File: src/rtl/ccp_pkg.sv
`timescale 1ns/1ps
package ccp_pkg;
  // Upper two mode bits select the job, lower two refine it.
  typedef enum logic [1:0] {
    KIND_OFF     = 2'd0,
    KIND_CAPTURE = 2'd1,
    KIND_COMPARE = 2'd2,
    KIND_PWM     = 2'd3
  } ccp_kind_e;

  localparam logic [1:0] ADDR_CTRL = 2'd0;
  localparam logic [1:0] ADDR_DLO  = 2'd1;
  localparam logic [1:0] ADDR_DHI  = 2'd2;
  localparam logic [1:0] ADDR_FLAG = 2'd3;

  localparam logic [1:0] CAP_FALL  = 2'd0;
  localparam logic [1:0] CAP_RISE  = 2'd1;
  localparam logic [1:0] CAP_PREA  = 2'd2;
  localparam logic [1:0] CAP_PREB  = 2'd3;

  localparam logic [1:0] CMP_SET   = 2'd0;
  localparam logic [1:0] CMP_CLR   = 2'd1;
  localparam logic [1:0] CMP_SOFT  = 2'd2;
  localparam logic [1:0] CMP_EVT   = 2'd3;

  function automatic ccp_kind_e kind_of(input logic [3:0] mode);
    return ccp_kind_e'(mode[3:2]);
  endfunction
endpackage

File: src/rtl/ccp_edge_capture.sv
`timescale 1ns/1ps
module ccp_edge_capture #(
  parameter int SYNC_STAGES = 2,
  parameter int PRE_A       = 4,
  parameter int PRE_B       = 16
) (
  input  logic       clk,
  input  logic       rst,
  input  logic       clear,
  input  logic       enable,
  input  logic [1:0] sel,
  input  logic       pin_in,
  output logic       fire
);
  import ccp_pkg::*;

  localparam int PRE_MAX = (PRE_B > PRE_A) ? PRE_B : PRE_A;
  localparam int CNT_W   = (PRE_MAX > 2) ? $clog2(PRE_MAX) : 1;
  localparam logic [CNT_W-1:0] LAST_A = CNT_W'(PRE_A - 1);
  localparam logic [CNT_W-1:0] LAST_B = CNT_W'(PRE_B - 1);

  logic [SYNC_STAGES-1:0] sync_q;
  logic                   prev_q;
  logic [CNT_W-1:0]       cnt_q;
  logic                   rise_w, fall_w;

  always_ff @(posedge clk) begin
    if (rst) sync_q[0] <= 1'b0;
    else     sync_q[0] <= pin_in;
  end

  genvar g;
  generate
    for (g = 1; g < SYNC_STAGES; g++) begin : g_sync
      always_ff @(posedge clk) begin
        if (rst) sync_q[g] <= 1'b0;
        else     sync_q[g] <= sync_q[g-1];
      end
    end
  endgenerate

  always_ff @(posedge clk) begin
    if (rst) prev_q <= 1'b0;
    else     prev_q <= sync_q[SYNC_STAGES-1];
  end

  assign rise_w =  sync_q[SYNC_STAGES-1] & ~prev_q;
  assign fall_w = ~sync_q[SYNC_STAGES-1] &  prev_q;

  always_comb begin
    fire = 1'b0;
    if (enable) begin
      unique case (sel)
        CAP_FALL: fire = fall_w;
        CAP_RISE: fire = rise_w;
        CAP_PREA: fire = rise_w && (cnt_q == LAST_A);
        CAP_PREB: fire = rise_w && (cnt_q == LAST_B);
        default:  fire = 1'b0;
      endcase
    end
  end

  always_ff @(posedge clk) begin
    if (rst || clear)
      cnt_q <= '0;
    else if (enable && sel[1] && rise_w)
      cnt_q <= fire ? '0 : cnt_q + 1'b1;
  end
endmodule

File: src/rtl/ccp_compare.sv
`timescale 1ns/1ps
module ccp_compare #(
  parameter int TMR_W = 16
) (
  input  logic             clk,
  input  logic             rst,
  input  logic             clear,
  input  logic             enable,
  input  logic [TMR_W-1:0] tmr,
  input  logic [TMR_W-1:0] ref_val,
  output logic             hit
);
  logic match_w, match_q;

  assign match_w = enable && (tmr == ref_val);
  assign hit     = match_w && !match_q;

  always_ff @(posedge clk) begin
    if (rst || clear) match_q <= 1'b0;
    else              match_q <= match_w;
  end
endmodule

File: src/rtl/ccp_pwm.sv
`timescale 1ns/1ps
module ccp_pwm #(
  parameter int TB_W   = 8,
  parameter int FRAC_W = 2
) (
  input  logic                   clk,
  input  logic                   rst,
  input  logic                   clear,
  input  logic                   enable,
  input  logic                   restart,
  input  logic [TB_W-1:0]        tb,
  input  logic [TB_W+FRAC_W-1:0] duty,
  output logic                   pin_load,
  output logic                   pin_next
);
  localparam int DUTY_W = TB_W + FRAC_W;

  logic [FRAC_W-1:0] frac_q;
  logic [DUTY_W-1:0] shadow_q;
  logic [DUTY_W-1:0] count_w;

  assign count_w = {tb, frac_q};

  always_ff @(posedge clk) begin
    if (rst || clear) begin
      frac_q   <= '0;
      shadow_q <= '0;
    end else if (enable && restart) begin
      frac_q   <= FRAC_W'(1);
      shadow_q <= duty;
    end else begin
      frac_q   <= frac_q + 1'b1;
    end
  end

  always_comb begin
    pin_load = 1'b0;
    pin_next = 1'b0;
    if (enable) begin
      if (restart) begin
        pin_load = 1'b1;
        pin_next = |duty;
      end else if (count_w == shadow_q) begin
        pin_load = 1'b1;
      end
    end
  end
endmodule

File: src/rtl/ccp_unit.sv
`timescale 1ns/1ps
module ccp_unit
  import ccp_pkg::*;
#(
  parameter int TMR_W       = 16,
  parameter int SYNC_STAGES = 2,
  parameter int PRE_A       = 4,
  parameter int PRE_B       = 16,
  parameter bit HAS_ADC     = 1'b1
) (
  input  logic             clk,
  input  logic             rst,
  input  logic             reg_wr,
  input  logic [1:0]       reg_addr,
  input  logic [7:0]       reg_wdata,
  output logic [7:0]       reg_rdata,
  input  logic [TMR_W-1:0] tmr_val,
  input  logic             period_restart,
  input  logic             pin_in,
  output logic             pin_out,
  output logic             irq_flag,
  output logic             tmr_reset,
  input  logic             adc_enable,
  output logic             adc_start
);
  localparam int BYTE_W  = 8;
  localparam int HI_W    = TMR_W - BYTE_W;
  localparam int CTRL_W  = 6;
  localparam int FRAC_W  = 2;
  localparam int DUTY_W  = BYTE_W + FRAC_W;

  logic [CTRL_W-1:0] ctrl_q;
  logic [TMR_W-1:0]  data_q;
  logic              flag_q, pin_q, trst_q, adc_q;
  logic [7:0]        rdata_q;

  logic [3:0]        mode;
  ccp_kind_e         kind;
  logic              wr_ctrl, wr_dlo, wr_dhi, wr_flag;
  logic              mode_chg, sub_clear;
  logic              cap_fire, cmp_hit, evt_w;
  logic              pwm_load, pwm_next;
  logic [DUTY_W-1:0] duty_w;

  assign mode      = ctrl_q[3:0];
  assign kind      = kind_of(mode);
  assign wr_ctrl   = reg_wr && (reg_addr == ADDR_CTRL);
  assign wr_dlo    = reg_wr && (reg_addr == ADDR_DLO);
  assign wr_dhi    = reg_wr && (reg_addr == ADDR_DHI);
  assign wr_flag   = reg_wr && (reg_addr == ADDR_FLAG);
  assign mode_chg  = wr_ctrl && (reg_wdata[3:0] != mode);
  assign sub_clear = (kind == KIND_OFF) || mode_chg;
  assign duty_w    = {data_q[BYTE_W-1:0], ctrl_q[5:4]};
  assign evt_w     = cmp_hit && (mode[1:0] == CMP_EVT);

  ccp_edge_capture #(
    .SYNC_STAGES(SYNC_STAGES),
    .PRE_A      (PRE_A),
    .PRE_B      (PRE_B)
  ) u_cap (
    .clk    (clk),
    .rst    (rst),
    .clear  (sub_clear),
    .enable (kind == KIND_CAPTURE),
    .sel    (mode[1:0]),
    .pin_in (pin_in),
    .fire   (cap_fire)
  );

  ccp_compare #(
    .TMR_W(TMR_W)
  ) u_cmp (
    .clk     (clk),
    .rst     (rst),
    .clear   (sub_clear),
    .enable  (kind == KIND_COMPARE),
    .tmr     (tmr_val),
    .ref_val (data_q),
    .hit     (cmp_hit)
  );

  ccp_pwm #(
    .TB_W  (BYTE_W),
    .FRAC_W(FRAC_W)
  ) u_pwm (
    .clk      (clk),
    .rst      (rst),
    .clear    (sub_clear),
    .enable   (kind == KIND_PWM),
    .restart  (period_restart),
    .tb       (tmr_val[BYTE_W-1:0]),
    .duty     (duty_w),
    .pin_load (pwm_load),
    .pin_next (pwm_next)
  );

  always_ff @(posedge clk) begin
    if (rst) begin
      ctrl_q  <= '0;
      data_q  <= '0;
      flag_q  <= 1'b0;
      pin_q   <= 1'b0;
      trst_q  <= 1'b0;
      rdata_q <= '0;
    end else begin
      if (wr_ctrl) ctrl_q <= reg_wdata[CTRL_W-1:0];

      if (cap_fire) begin
        data_q <= tmr_val;
      end else begin
        if (wr_dlo) data_q[BYTE_W-1:0]     <= reg_wdata;
        if (wr_dhi) data_q[TMR_W-1:BYTE_W] <= HI_W'(reg_wdata);
      end

      if (cap_fire || cmp_hit) flag_q <= 1'b1;
      else if (wr_flag)        flag_q <= 1'b0;

      if (kind == KIND_OFF)
        pin_q <= 1'b0;
      else if (cmp_hit && (mode[1:0] == CMP_SET))
        pin_q <= 1'b1;
      else if (cmp_hit && (mode[1:0] == CMP_CLR))
        pin_q <= 1'b0;
      else if (pwm_load)
        pin_q <= pwm_next;

      trst_q <= evt_w;

      unique case (reg_addr)
        ADDR_CTRL: rdata_q <= {2'b00, ctrl_q};
        ADDR_DLO:  rdata_q <= data_q[BYTE_W-1:0];
        ADDR_DHI:  rdata_q <= BYTE_W'(data_q[TMR_W-1:BYTE_W]);
        default:   rdata_q <= {7'd0, flag_q};
      endcase
    end
  end

  generate
    if (HAS_ADC) begin : g_adc
      always_ff @(posedge clk) begin
        if (rst) adc_q <= 1'b0;
        else     adc_q <= evt_w && adc_enable;
      end
    end else begin : g_no_adc
      assign adc_q = 1'b0;
    end
  endgenerate

  assign reg_rdata = rdata_q;
  assign pin_out   = pin_q;
  assign irq_flag  = flag_q;
  assign tmr_reset = trst_q;
  assign adc_start = adc_q;
endmodule

File: config.mk
export PLATFORM = sky130hd
export DESIGN_NAME = ccp_unit
export DESIGN_NICKNAME = d
export VERILOG_FILES = /design/src/rtl/ccp_pkg.sv /design/src/rtl/ccp_edge_capture.sv /design/src/rtl/ccp_compare.sv /design/src/rtl/ccp_pwm.sv /design/src/rtl/ccp_unit.sv
export SDC_FILE = /design/constraint.sdc
export NUM_CORES = 1
export LEC_CHECK = 0
export BUFFER_PORTS_ARGS = -buffer_cell sky130_fd_sc_hd__buf_2
export CAP_MARGIN = 20
export CELL_PAD_IN_SITES_DETAIL_PLACEMENT = 1
export CELL_PAD_IN_SITES_GLOBAL_PLACEMENT = 1
export CORE_ASPECT_RATIO = 1.1
export CORE_MARGIN = 2
export CORE_UTILIZATION = 38
export DETAILED_ROUTE_END_ITERATION = 16
export PLACE_DENSITY_LB_ADDON = 0.1
export SLEW_MARGIN = 20
export SYNTH_ARGS = -nofsm -noshare
export SYNTH_HDL_FRONTEND = slang
export SYNTH_SLANG_ARGS = --single-unit
File: constraint.sdc
create_clock -name clk -period 1.7 [get_ports clk]
set_input_delay 0.255 -clock clk [delete_from_list [all_inputs] [get_ports clk]]
set_output_delay 0.255 -clock clk [all_outputs]
set_load 0.02 [all_outputs]
# Word level (Yosys, flattened, before mapping)
# Index checks and enable logic that the tools add are counted.
[totals]
ff_bits = 54
in_bits = 32
output_inout_bits = 12
wordCells = 84
[classes]
n_addsub = 2
eq_ne = 14
muxes = 18
n_bitwise = 4
reduce_logical = 30
[op_table]
columns = ["op", "n"]
rows = [
  ["$pmux 8 s3", 1],
  ["$eq 16x16->1", 1],
  ["$logic_and 1x1->1", 16],
  ["$mux 16", 1],
  ["$mux 8", 2],
  ["$eq 2x2->1 const B", 6],
  ["$mux 1", 12],
  ["$eq 10x10->1", 1],
  ["$reduce_or 10->1", 1],
  ["$eq 2x1->1 const B", 3],
  ["$logic_not 2->1", 3],
  ["$reduce_bool 2->1", 3],
  ["$add 4x1->4 const B", 1],
  ["$eq 4x2->1 const B", 1],
  ["$eq 4x4->1 const B", 1],
  ["$mux 4", 1],
  ["$ne 4x4->1", 1],
  ["$pmux 1 s4", 1],
  ["$reduce_or 2->1", 2],
  ["$logic_or 1x1->1", 3],
  ["$reduce_bool 3->1", 1],
  ["$add 2x1->2 const B", 1],
  ["$and 1x1->1", 2],
  ["$not 1->1", 2],
  ["$logic_not 1->1", 1],
]

# Logic depth before layout (Yosys ltp)
[depth]
ltp_word = 7
mapped_depth = 8
mapped_depth_nobuf = 5

# Modules after synthesis
# Synthesis repeated with hierarchy kept, for this count alone.
[hier_totals]
cells_unflattened = 311
hier_area_um2 = 2745.1
[modules_own_cells]
columns = ["module", "n_inst", "cells_per_inst", "area_each_um2", "seq_area_each_um2"]
rows = [
  ["ccp_unit", 1, 170, 1570.3, 680.7],
  ["ccp_pwm", 1, 69, 570.5, 240.2],
  ["ccp_edge_capture", 1, 42, 379.1, 140.1],
  ["ccp_compare", 1, 30, 225.2, 20.0],
]

# Worst setup path before layout
# Ideal clock, no wire load.
[synth_path]
path_type = "reg2reg"
from = "register ctrl_q[0]"
to = "register data_q[0]"
setup_time_ns = 0.147
arrival_time_ns = 1.670
required_ns = 1.553
slack_ns = -0.116
path_stages_with_launch = 8
n_path_buf = 3
synth_period_minus_slack_ns = 1.816
path_cell_list = "dfxtp_1 -> buf_6 -> or4b_1 -> a221o_1 -> buf_6 -> buf_2 -> nor2_1 -> a311oi_2"
[synth_via]
elab_chain_len = 4
word_cells_on_any_way = 8
classes_between = "3 x eq/ne; 3 x mux; 2 x reduce/logical"
[synth_rtl]
columns = ["item", "line_no", "rtl"]
rows = [
  ["from (decl)", "ccp_unit.sv:32", "logic [CTRL_W-1:0] ctrl_q;"],
  ["from (signal assigned)", "ccp_unit.sv:106", "if (wr_ctrl) ctrl_q <= reg_wdata[CTRL_W-1:0];"],
  ["$eq 2x2->1, or another cell as far along", "ccp_edge_capture.sv:53", "unique case (sel)"],
  ["$pmux 1 s4 *", "ccp_edge_capture.sv:53", ""],
  ["$mux 1 *", "ccp_edge_capture.sv:52", "if (enable) begin"],
  ["$mux 16 / $reduce_bool 2->1 (equally long branches)", "--", ""],
  ["to (signal assigned)", "ccp_unit.sv:109", "data_q <= tmr_val;"],
  ["to (signal, indexed assignment)", "ccp_unit.sv:111", "if (wr_dlo) data_q[BYTE_W-1:0] <= reg_wdata;"],
  ["to (signal, indexed assignment)", "ccp_unit.sv:112", "if (wr_dhi) data_q[TMR_W-1:BYTE_W] <= HI_W'(reg_wdata);"],
  ["to (decl)", "ccp_unit.sv:33", "logic [TMR_W-1:0] data_q;"],
]
# Mark *: on every way between the ends. The rest lies on a longest branch, timed or not.
# A chain may end at the register's enable or synchronous reset.

# Final worst setup path
[layout_path]
from = "register u_cap.sync_q[1]"
to = "register data_q[12]"
[layout_via]
elab_chain_len = 5
word_cells_on_any_way = 9
classes_between = "3 x mux; 3 x bitwise; 3 x reduce/logical"
[layout_rtl]
columns = ["item", "line_no", "rtl"]
rows = [
  ["from (decl)", "ccp_edge_capture.sv:22", "logic [SYNC_STAGES-1:0] sync_q;"],
  ["from (signal, indexed assignment)", "ccp_edge_capture.sv:37", "else sync_q[g] <= sync_q[g-1];"],
  ["$and 1x1->1 / $not 1->1 (equally long branches)", "ccp_edge_capture.sv:47, ccp_edge_capture.sv:48", ""],
  ["$logic_and 1x1->1, or another cell as far along", "ccp_edge_capture.sv:57", "CAP_PREB: fire = rise_w && (cnt_q == LAST_B);"],
  ["$pmux 1 s4 *", "ccp_edge_capture.sv:53", ""],
  ["$mux 1 *", "ccp_edge_capture.sv:52", ""],
  ["$mux 16 / $reduce_bool 2->1 (equally long branches)", "--", ""],
]
# Marked as above.

==> results.sh <==
export IMPL_status="finished, violations left"
export IMPL_violations="setup timing"
export IMPL_grt_pass1_vias=2763
export IMPL_async_reset_ff_frac=0
export IMPL_yosysSeqAreaShare=0.3960
export IMPL_cts_max_level=2
export IMPL_diodes=0
export IMPL_setup_ws_ns=-0.1224
export IMPL_synth_fp_nets=346
export IMPL_max_cap_viol_count=0
export IMPL_reg2reg_slack_ns=-0.12
export IMPL_p_sw_w=0.0006894
export IMPL_layout_common_cells="dfxtp_1, buf_4, nand2_1, buf_2, nand3_1"
export IMPL_synth_seq_cells=54
export IMPL_wire_per_inst_um=18.84
export IMPL_finalPower_w=0.002582
export IMPL_p_leak_nw=1.428
export IMPL_synth_edf_count=0
export IMPL_via_per_inst=5.346
export IMPL_worst_slew_margin_rel=0.6456
export IMPL_hpwl_um=6509
export IMPL_internal_power_w=0.001893
export IMPL_area_sequential_sq_um=1090
export IMPL_wl_um=8989
export IMPL_synth_top_cell_by_area="dfxtp_1"
export IMPL_r2r_start="u_cap.sync_q[1]$_SDFF_PP0_"
export IMPL_fmax_ghz=0.5487
export IMPL_setup_viol=21
export IMPL_post_place_ws_ns=-0.3246
export IMPL_cp_startpoint="u_cap.sync_q[1]$_SDFF_PP0_"
export IMPL_min_delay_path_class="in -> reg"
export IMPL_core_area_sq_um=7007
export IMPL_nets=424
export IMPL_period_needed_ns=1.822
export IMPL_end_kind="flop"
export IMPL_syn_avg_cell_area_sq_um=8.722
export IMPL_drive_above_1_share=0.4031
export IMPL_clk_pin_slew_ns=0.11
export IMPL_netSwitchingFraction=0.2669
export IMPL_areaGrowthSynthToFinish_pct=36.71
export IMPL_ctsLongestPathBuffers=2
export IMPL_cp_arrival_ns=2.05
export IMPL_cts_tree="done"
export IMPL_dieArea_sq_um=7879
export IMPL_vdd_drop_max_uv=418.1
export IMPL_root_buffer="clkbuf_8"
export IMPL_finalCritPeriodShare=1.072
export IMPL_layout_commonest_cell="dfxtp_1"
export IMPL_num_io_pins=44
export IMPL_synth_cell_type_count=39
export IMPL_antenna_left=0
export IMPL_maxSlewViolCount=0
export IMPL_powerDensity_nw_per_um2=691.9
export IMPL_start_kind="flop"
export IMPL_grt_pass1_wl_um=14050
export IMPL_firstDrtPassIters=4
export IMPL_dpl_cell_count=463
export IMPL_initial_core_util=0.3896
export IMPL_cts_inserted_buffers=5
export IMPL_combinationalPowerShare=0.141
export IMPL_routed_via_count=2550
export IMPL_gp_congestion=0.8172
export IMPL_synth_top_cell_area_share=0.3960
export IMPL_ys_flop_type="dfxtp_1"
export IMPL_nFillCells=841
export IMPL_die_width_um=84.82
export IMPL_worstMarginPinSlew_ns=0.5316
export IMPL_clockPowerShare=0.351
export IMPL_drtIter0Drc=77
export IMPL_route_detailed_drc=0
export IMPL_die_h_um=92.90
export IMPL_multiInputGateArea_sq_um=1732
export IMPL_cp_data_required_time_ns=1.93
export IMPL_track_usage=0.2300
export IMPL_netlist_instances=313
export IMPL_rsz0062_at_grt="true"
export IMPL_finalSetupTns_ns=-1.978
export IMPL_globalRouteOverflowTotal=0
export IMPL_pwr_share_seq=0.508
export IMPL_hold_viol=0
export IMPL_numClockSinks=54
export IMPL_synthTopCellsByArea="dfxtp_1, a311oi_2, nand2_1"
export IMPL_clk_latency_ns=0.32
export IMPL_worstSetupPathType="reg -> reg"
export IMPL_ys_warn_count=0
export IMPL_min_from="pin_in"
export IMPL_synth_area_sq_um=2730
export IMPL_fin_cells=477
export IMPL_grt_max_degree=37
export IMPL_path_max_fanout=7
export IMPL_finClkSkew_ns=0.01203
export IMPL_cts_hold_buf=0
export IMPL_antenna_found_initial=0
export IMPL_io_buffers=43
export IMPL_rows=32
export IMPL_final_util=0.5327
[power groups by stage]
stage | clock, W | combinational [W] | sequential [W]
2_1_floorplan | 0 | 0.000164 | 0.00134
6_report | 0.000906 | 0.000364 | 0.00131
4_1_cts | 0.000931 | 0.000356 | 0.00131
3_3_place_gp | 0 | 0.000340 | 0.00134
3_5_place_dp | 0 | 0.000345 | 0.00134
5_1_grt | 0.000981 | 0.000393 | 0.00132
[cell type report]
type                    count  area share
multi-input cells         234      0.4640
flip-flops and latches     54      0.2920
repair buffers             95      0.1850
well taps                  85     0.02849
clock buffers               6     0.01944
clock inverters             2     0.01006
inverters                   1    0.001006
[cells in the mapped netlist, drive strengths merged, types with 2 or more instances]
cell type and count:
nand4 3, a22oi 2, nor2 36, mux2i 11
clkbuf 13, dfxtp 54, xor2 17, and2 2
buf 11, nor2b 8, a311oi 16, nand2 44
nand4b 2, nor4 7, a21oi 20, nand3 23
xnor2 14, o21ai 5, nand2b 2, and3 2
nor3 7
[per-stage QoR]
step                cell area [sq um]  hold slack [ns]
floorplan                        2840           0.3832
global placement                 3378           0.4405
detailed placement               3378           0.4373
CTS                              3576           0.1463
global route                     3732           0.1553
finish                           3732           0.1378
[logic make-up (layout without fill, tap and decap cells)]
group | count (synthesis) | after routing | share of synthesized area
and+or+nand+nor | 142 | 142 | 0.2438
DFF | 54 | 54 | 0.3960
AOI/OAI and AO/OA | 47 | 47 | 0.1508
muxes | 13 | 13 | 0.05270
xor gates and xnor gates | 31 | 31 | 0.09945
adders and majority gates | 1 | 1 | 0.004582
buffers and inverters | 25 | 104 | 0.05270
[sequential cells by signal, summed over array words and instances (netlist names)]
name            cells
data_q             16
u_pwm.shadow_q     10
reg_rdata           8
ctrl_q              6
u_cap.cnt_q         4
u_cap.sync_q        2
u_pwm.frac_q        2
adc_start           1
irq_flag            1
pin_out             1
tmr_reset           1
u_cap.prev_q        1
u_cmp.match_q       1
[metal layers]
metal  wire length (um)  vias to the layer above  GRT usage
met3                265                       16    0.02941
met5                  0                        -          0
met4                259                        0    0.07804
li1                   -                     1241          -
met1               3799                     1249     0.2764
met2               4666                       44     0.4193
[critical path, stage by stage, from the launching register on]
cell and delay, ns:
dfxtp_2 0.33, or4b_4 0.53, a221o_4 0.47, clkbuf_16 0.21
a311oi_2 0.19
[path summary, 6_finish.rpt]
kind                                end  cells after the start
max reg2reg     data_q[12]$_SDFFE_PP0P_                      4
min reg2reg  u_cap.sync_q[1]$_SDFF_PP0_                      1
min          u_cap.sync_q[0]$_SDFF_PP0_                      2
max             data_q[12]$_SDFFE_PP0P_                      4
[what timing repair did]
item / 4_1_cts / 5_1_grt
pin swaps: 5 / 9
buffers inserted: 0 / 2
gates resized for setup: 19 / 14
endpoints found under the setup margin: 21 / 21
endpoints found under the hold margin: 0 / 0
cloned: 0 / 4
Note: power is estimated with default switching activity, not from simulation.
